File: src/rtl/conv_seq_pkg.sv
package conv_seq_pkg;

    typedef enum logic [1:0] {
        ST_IDLE  = 2'd0,
        ST_CONV  = 2'd1,
        ST_SLEEP = 2'd2,
        ST_WAKE  = 2'd3
    } seq_state_e;

endpackage

File: src/rtl/cnv_pin_sync.sv
module cnv_pin_sync #(
    parameter int STAGES = 2
) (
    input  logic clk,
    input  logic rst_n,
    input  logic pin_n,
    output logic level_hi,
    output logic fell
);

    logic [STAGES-1:0] chain;
    logic              prev;

    // Synchroniser chain, idle-high after reset
    for (genvar i = 0; i < STAGES; i++) begin : g_stage
        if (i == 0) begin : g_first
            always_ff @(posedge clk or negedge rst_n) begin
                if (!rst_n) chain[0] <= 1'b1;
                else        chain[0] <= pin_n;
            end
        end else begin : g_rest
            always_ff @(posedge clk or negedge rst_n) begin
                if (!rst_n) chain[i] <= 1'b1;
                else        chain[i] <= chain[i-1];
            end
        end
    end

    always_ff @(posedge clk or negedge rst_n) begin
        if (!rst_n) prev <= 1'b1;
        else        prev <= chain[STAGES-1];
    end

    assign level_hi = chain[STAGES-1];
    assign fell     = prev & ~chain[STAGES-1];


    fall_single_chk: assert property (@(posedge clk) disable iff (!rst_n)
        fell |=> !fell);

endmodule

File: src/rtl/phase_timer.sv
module phase_timer #(
    parameter int W = 8
) (
    input  logic         clk,
    input  logic         rst_n,
    input  logic         load,
    input  logic [W-1:0] load_val,
    output logic         zero
);

    logic [W-1:0] cnt;

    always_ff @(posedge clk or negedge rst_n) begin
        if (!rst_n)          cnt <= '0;
        else if (load)       cnt <= load_val;
        else if (cnt != '0)  cnt <= cnt - 1'b1;
    end

    assign zero = (cnt == '0);


    timer_load_chk: assert property (@(posedge clk) disable iff (!rst_n)
        load |=> (cnt == $past(load_val)));


    timer_step_chk: assert property (@(posedge clk) disable iff (!rst_n)
        (!load && cnt != '0) |=> (cnt == $past(cnt) - 1'b1));

endmodule

File: src/rtl/result_capture.sv
module result_capture #(
    parameter int DATA_W = 10
) (
    input  logic              clk,
    input  logic              rst_n,
    input  logic              capture,
    input  logic [DATA_W-1:0] din,
    output logic [DATA_W-1:0] result,
    output logic              done
);

    always_ff @(posedge clk or negedge rst_n) begin
        if (!rst_n) begin
            result <= '0;
            done   <= 1'b0;
        end else begin
            done <= capture;
            if (capture) result <= din;
        end
    end


    result_hold_chk: assert property (@(posedge clk) disable iff (!rst_n)
        (result != $past(result)) |-> done);


    done_pulse_chk: assert property (@(posedge clk) disable iff (!rst_n)
        done |=> !done);

endmodule

File: src/rtl/conv_sequencer.sv
module conv_sequencer
    import conv_seq_pkg::*;
#(
    parameter int DATA_W       = 10,
    parameter int CONV_CYCLES  = 115,
    parameter int PWRUP_CYCLES = 75,
    parameter int SYNC_STAGES  = 2
) (
    input  logic              clk,
    input  logic              rst_n,
    input  logic              cnv_n,
    input  logic              sw_start,
    input  logic              sw_sleep,
    input  logic              ext_ref_sel,
    input  logic [DATA_W-1:0] adc_data,
    output logic              hold_en,
    output logic              core_pwr,
    output logic              intref_pwr,
    output logic              busy,
    output logic              ready,
    output logic              done,
    output logic [DATA_W-1:0] result
);

    localparam int LONGEST = (CONV_CYCLES > PWRUP_CYCLES) ? CONV_CYCLES : PWRUP_CYCLES;
    localparam int TW      = $clog2(LONGEST + 1);
    localparam logic [TW-1:0] CONV_LD  = TW'(CONV_CYCLES - 1);
    localparam logic [TW-1:0] PWRUP_LD = TW'(PWRUP_CYCLES - 1);

    seq_state_e st, nxt;
    logic          pin_hi, pin_fell;
    logic          t_load, t_zero, eoc;
    logic [TW-1:0] t_val;
    logic          start_req;

    cnv_pin_sync #(.STAGES(SYNC_STAGES)) u_sync (
        .clk      (clk),
        .rst_n    (rst_n),
        .pin_n    (cnv_n),
        .level_hi (pin_hi),
        .fell     (pin_fell)
    );

    phase_timer #(.W(TW)) u_timer (
        .clk      (clk),
        .rst_n    (rst_n),
        .load     (t_load),
        .load_val (t_val),
        .zero     (t_zero)
    );

    result_capture #(.DATA_W(DATA_W)) u_result (
        .clk     (clk),
        .rst_n   (rst_n),
        .capture (eoc),
        .din     (adc_data),
        .result  (result),
        .done    (done)
    );

    assign start_req = pin_fell | sw_start;

    // State register
    always_ff @(posedge clk or negedge rst_n) begin
        if (!rst_n) st <= ST_IDLE;
        else        st <= nxt;
    end

    // Next state and timer control
    always_comb begin
        nxt    = st;
        t_load = 1'b0;
        t_val  = '0;
        eoc    = 1'b0;
        unique case (st)
            ST_IDLE: begin
                if (start_req) begin
                    nxt    = ST_CONV;
                    t_load = 1'b1;
                    t_val  = CONV_LD;
                end
            end
            ST_CONV: begin
                if (t_zero) begin
                    eoc = 1'b1;
                    nxt = (!pin_hi || sw_sleep) ? ST_SLEEP : ST_IDLE;
                end
            end
            ST_SLEEP: begin
                if (pin_hi && !sw_sleep) begin
                    nxt    = ST_WAKE;
                    t_load = 1'b1;
                    t_val  = PWRUP_LD;
                end
            end
            ST_WAKE: begin
                if (t_zero) nxt = ST_IDLE;
            end
            default: nxt = ST_IDLE;
        endcase
    end

    // Output decode
    always_comb begin
        hold_en  = 1'b0;
        core_pwr = 1'b1;
        busy     = 1'b1;
        ready    = 1'b0;
        unique case (st)
            ST_IDLE: begin
                busy  = 1'b0;
                ready = 1'b1;
            end
            ST_CONV:  hold_en  = 1'b1;
            ST_SLEEP: core_pwr = 1'b0;
            ST_WAKE:  ;
            default:  ;
        endcase
        intref_pwr = core_pwr & ~ext_ref_sel;
    end


    conv_len_chk: assert property (@(posedge clk) disable iff (!rst_n)
        (st == ST_CONV && !t_zero) |=> (st == ST_CONV));


    sleep_entry_chk: assert property (@(posedge clk) disable iff (!rst_n)
        $fell(core_pwr) |-> done);


    wake_busy_chk: assert property (@(posedge clk) disable iff (!rst_n)
        $rose(core_pwr) |-> (busy && !ready && !done));


    busy_no_hold_chk: assert property (@(posedge clk) disable iff (!rst_n)
        (st == ST_WAKE) |=> !hold_en);

endmodule

File: config.mk
export PLATFORM = sky130hd
export DESIGN_NAME = conv_sequencer
export DESIGN_NICKNAME = d
export VERILOG_FILES = /design/src/rtl/conv_seq_pkg.sv /design/src/rtl/cnv_pin_sync.sv /design/src/rtl/phase_timer.sv /design/src/rtl/result_capture.sv /design/src/rtl/conv_sequencer.sv
export SDC_FILE = /design/constraint.sdc
export NUM_CORES = 1
export LEC_CHECK = 0
export BUFFER_PORTS_ARGS = -buffer_cell sky130_fd_sc_hd__buf_2
export CAP_MARGIN = 20
export CORE_MARGIN = 5
export CORE_UTILIZATION = 44
export CTS_CLUSTER_DIAMETER = 100
export DETAILED_ROUTE_END_ITERATION = 10
export GPL_TIMING_DRIVEN = 1
export HOLD_SLACK_MARGIN = 0.03
export PLACE_DENSITY = 0.85
export SLEW_MARGIN = 30
export SYNTH_ARGS = -nofsm -noshare
export SYNTH_HDL_FRONTEND = slang
export SYNTH_SLANG_ARGS = --single-unit
export TNS_END_PERCENT = 5
File: constraint.sdc
create_clock -name clk -period 2.1 [get_ports clk]
set_clock_uncertainty 0.15 [all_clocks]
set_input_delay 0.42 -clock clk [delete_from_list [all_inputs] [get_ports clk]]
set_output_delay 0.42 -clock clk [all_outputs]
set_load 0.1 [all_outputs]
==> reports/metrics.csv <==
metric;value;unit
run status;complete, no violations;
Final GP Congestion;0.868;
via count;757;
CTS buffer count;3;
root buf cell;clkbuf_4;
CP Capture Type;register;
most frequent cells in the layout;29 x buf_2, 20 x dfrtp_1, 9 x mux2_4, 5 x inv_1, 5 x o21ai_0;
commonest non-fill, non-tap cell in the layout;buf_2;
synth warn;0;
vias in the first global route;814;
Remaining Overflow, GRT;0;
r2r setup slk;20;ps
Hold Path Depth;2;
post-synthesis instance total;80;
Wirelength per Cell;13.8;um
first-pass GRT wire length;3.37;mm
initial antenna violation count;0;
register area share after synthesis;54.5;%
Vias/cell;5.15;
synthesis-to-layout area growth;26.7;%
leading area contributor after synthesis;dfrtp_1;
clock network latency to the later pin of the worst-skew pair;310;ps
Crit path largest cell delay;540;ps
Fmax;482;MHz
Hold Path Class;primary input to register;
# Max-Cap Violations;0;
Tot GR Track Use;12.7;%
die footprint;3500;sq um
share of layout cells above drive strength 1;52.1;%
final worst-path cycle share;98.9;%
fraction of registers with async set/reset;100;%
max-slew violation count;0;
Die Y;59.1;um
post-route ant nets;0;
drc violations;0;
Die W;59.1;um
r2r startpoint;u_timer.cnt[3];
Initial DRC Count;2;
Port Buffers;31;
Worst Tran Pin Value;490;ps
Worst Path Arrival;2120;ps
Pre-antenna DRT Iters;2;
synthesized cell area;1060;sq um
Yosys cell types;32;
Final setup viols;0;
Initial Util;47.1;%
Fin. Hold Viols;0;
CTS tree;built;
top_reg_cell synth;dfrtp_1;
Setup Buffers After CTS;0;
RSZ-0062 raised after global routing;yes;
worst reg2reg endpoint;u_timer.cnt[1];
hold path start;adc_data[5];
Post-synth EDFFs;0;
H-tree depth;1;
largest net degree at the start of global routing;24;
Syn Nets;97;
Layout Cells excl Fill;147;
crit path max fanout;4;
Hold EP;u_result.result[5];
Yosys top cell area share;47.1;%
worst reg-to-reg path cell count;4;
Nets;137;
ANT cells;0;
post-layout min period;2080;ps
clock sink count;23;
startpoint class of the critical path;register;
crit-path cells;or3_4 > or4b_4 > mux2i_1 > or2_2;
total wire length;2.02;mm
Slowest cell on crit path;or4b_4;
Site Rows;17;
kind of cell adding the most delay to the critical path;simple AND/OR/NAND/NOR gates;
average cell area after synthesis;13.3;sq um
post-DP HPWL;1.59;mm
IO Pins;32;
CP Buf/Inv Count;0;
Clock Path Buffers;2;
Cells after DPL;141;
Critical Path RT;2140;ps
Clock transition at path regs;120;ps
fillcell total;204;
Slew headroom;67.5;%
Core ar.;2250;sq um
synthesis-stage register bit count;23;
critical setup path kind;register to register;
CP Depth;4;
synth top area cells;dfrtp_1 47%, mux2_4 13%, dfstp_2 7.4%, xnor2_1 2.5%, o21ai_0 2.4%;
registers in the layout, summed over array words and instances, names as in the netlist, named ones only:
| name | count |
|---|---|
| st | 1 |
| u_result.done | 1 |
| u_result.result | 10 |
| u_sync.chain | 1 |
| u_sync.level_hi | 1 |
| u_sync.prev | 1 |
| u_timer.cnt | 7 |
logic make-up (layout without fill, tap and decap cells):
kind of cell | count (synthesis) | count (layout) | synth area share (%)
mux | 12 | 12 | 15.7
fa+ha+maj | 1 | 1 | 1.18
compound gates | 13 | 13 | 8.01
simple gates | 22 | 22 | 15.3
xor+xnor | 3 | 3 | 2.47
buf+inv | 6 | 45 | 2.83
flops | 23 | 23 | 54.5
what timing repair did:
action | in CTS | in global routing
hold endpoints to repair | 21 | 0
hold buffers | 2 | 0
setup endpoints to repair | 1 | 11
resized for setup | 1 | 2
cell type report:
cell class,count,area [sq um],area share (%)
Sequential cell,23,579,43.0
Multi-Input combinational cell,51,483,35.9
Timing Repair Buffer,36,203,15.1
Tap cell,28,35.0,2.60
Clock buffer,3,22.5,1.67
Inverter,5,18.8,1.39
Clock inverter,1,5.00,0.372
per-layer routing:
metal | vias to the layer above | track usage, % | part of all wire [%]
li1 | 357 | - | -
met1 | 370 | 13.9 | 40
met2 | 24 | 21.5 | 50
met3 | 6 | 4.14 | 7.0
met4 | 0 | 7.12 | 2.2
met5 | - | 0 | 0
metrics by stage:
step	utilization (%)	cell area [sq um]	hold WS, ps	setup slack (ps)	setup TNS [ps]
4_1_cts	59.4	1340	160	21.3	0
6_report	59.7	1350	186	24.0	0
2_1_floorplan	-	1090	-25.6	-65.4	-122
5_1_grt	59.7	1350	163	-21.1	-21.1
3_3_place_gp	57.2	1290	198	119	0
3_5_place_dp	57.2	1290	201	55.7	0
synth_stat cells (2+ instances only):
master,instances
xnor2_1,3
mux2i_1,2
dfrtp_1,20
inv_1,5
mux2_4,9
nor2_1,3
o21a_1,2
nor2b_1,3
nand2_1,2
o21ai_0,5
nand2b_1,3
dfstp_2,3
how the worst max path moves through the flow:
stage               slack, ps                  to      startpoint
global placement          120      u_timer.cnt[1]  u_timer.cnt[3]
detailed placement         60      u_timer.cnt[1]  u_timer.cnt[3]
floorplan                 -70                busy        register
finish                     20      u_timer.cnt[1]  u_timer.cnt[3]
CTS                        20  u_result.result[6]  u_timer.cnt[3]
global route              -20      u_timer.cnt[1]  u_timer.cnt[3]
Power is not shown: default switching activity piles up to over one toggle a cycle in this logic, so the estimate is an artifact.
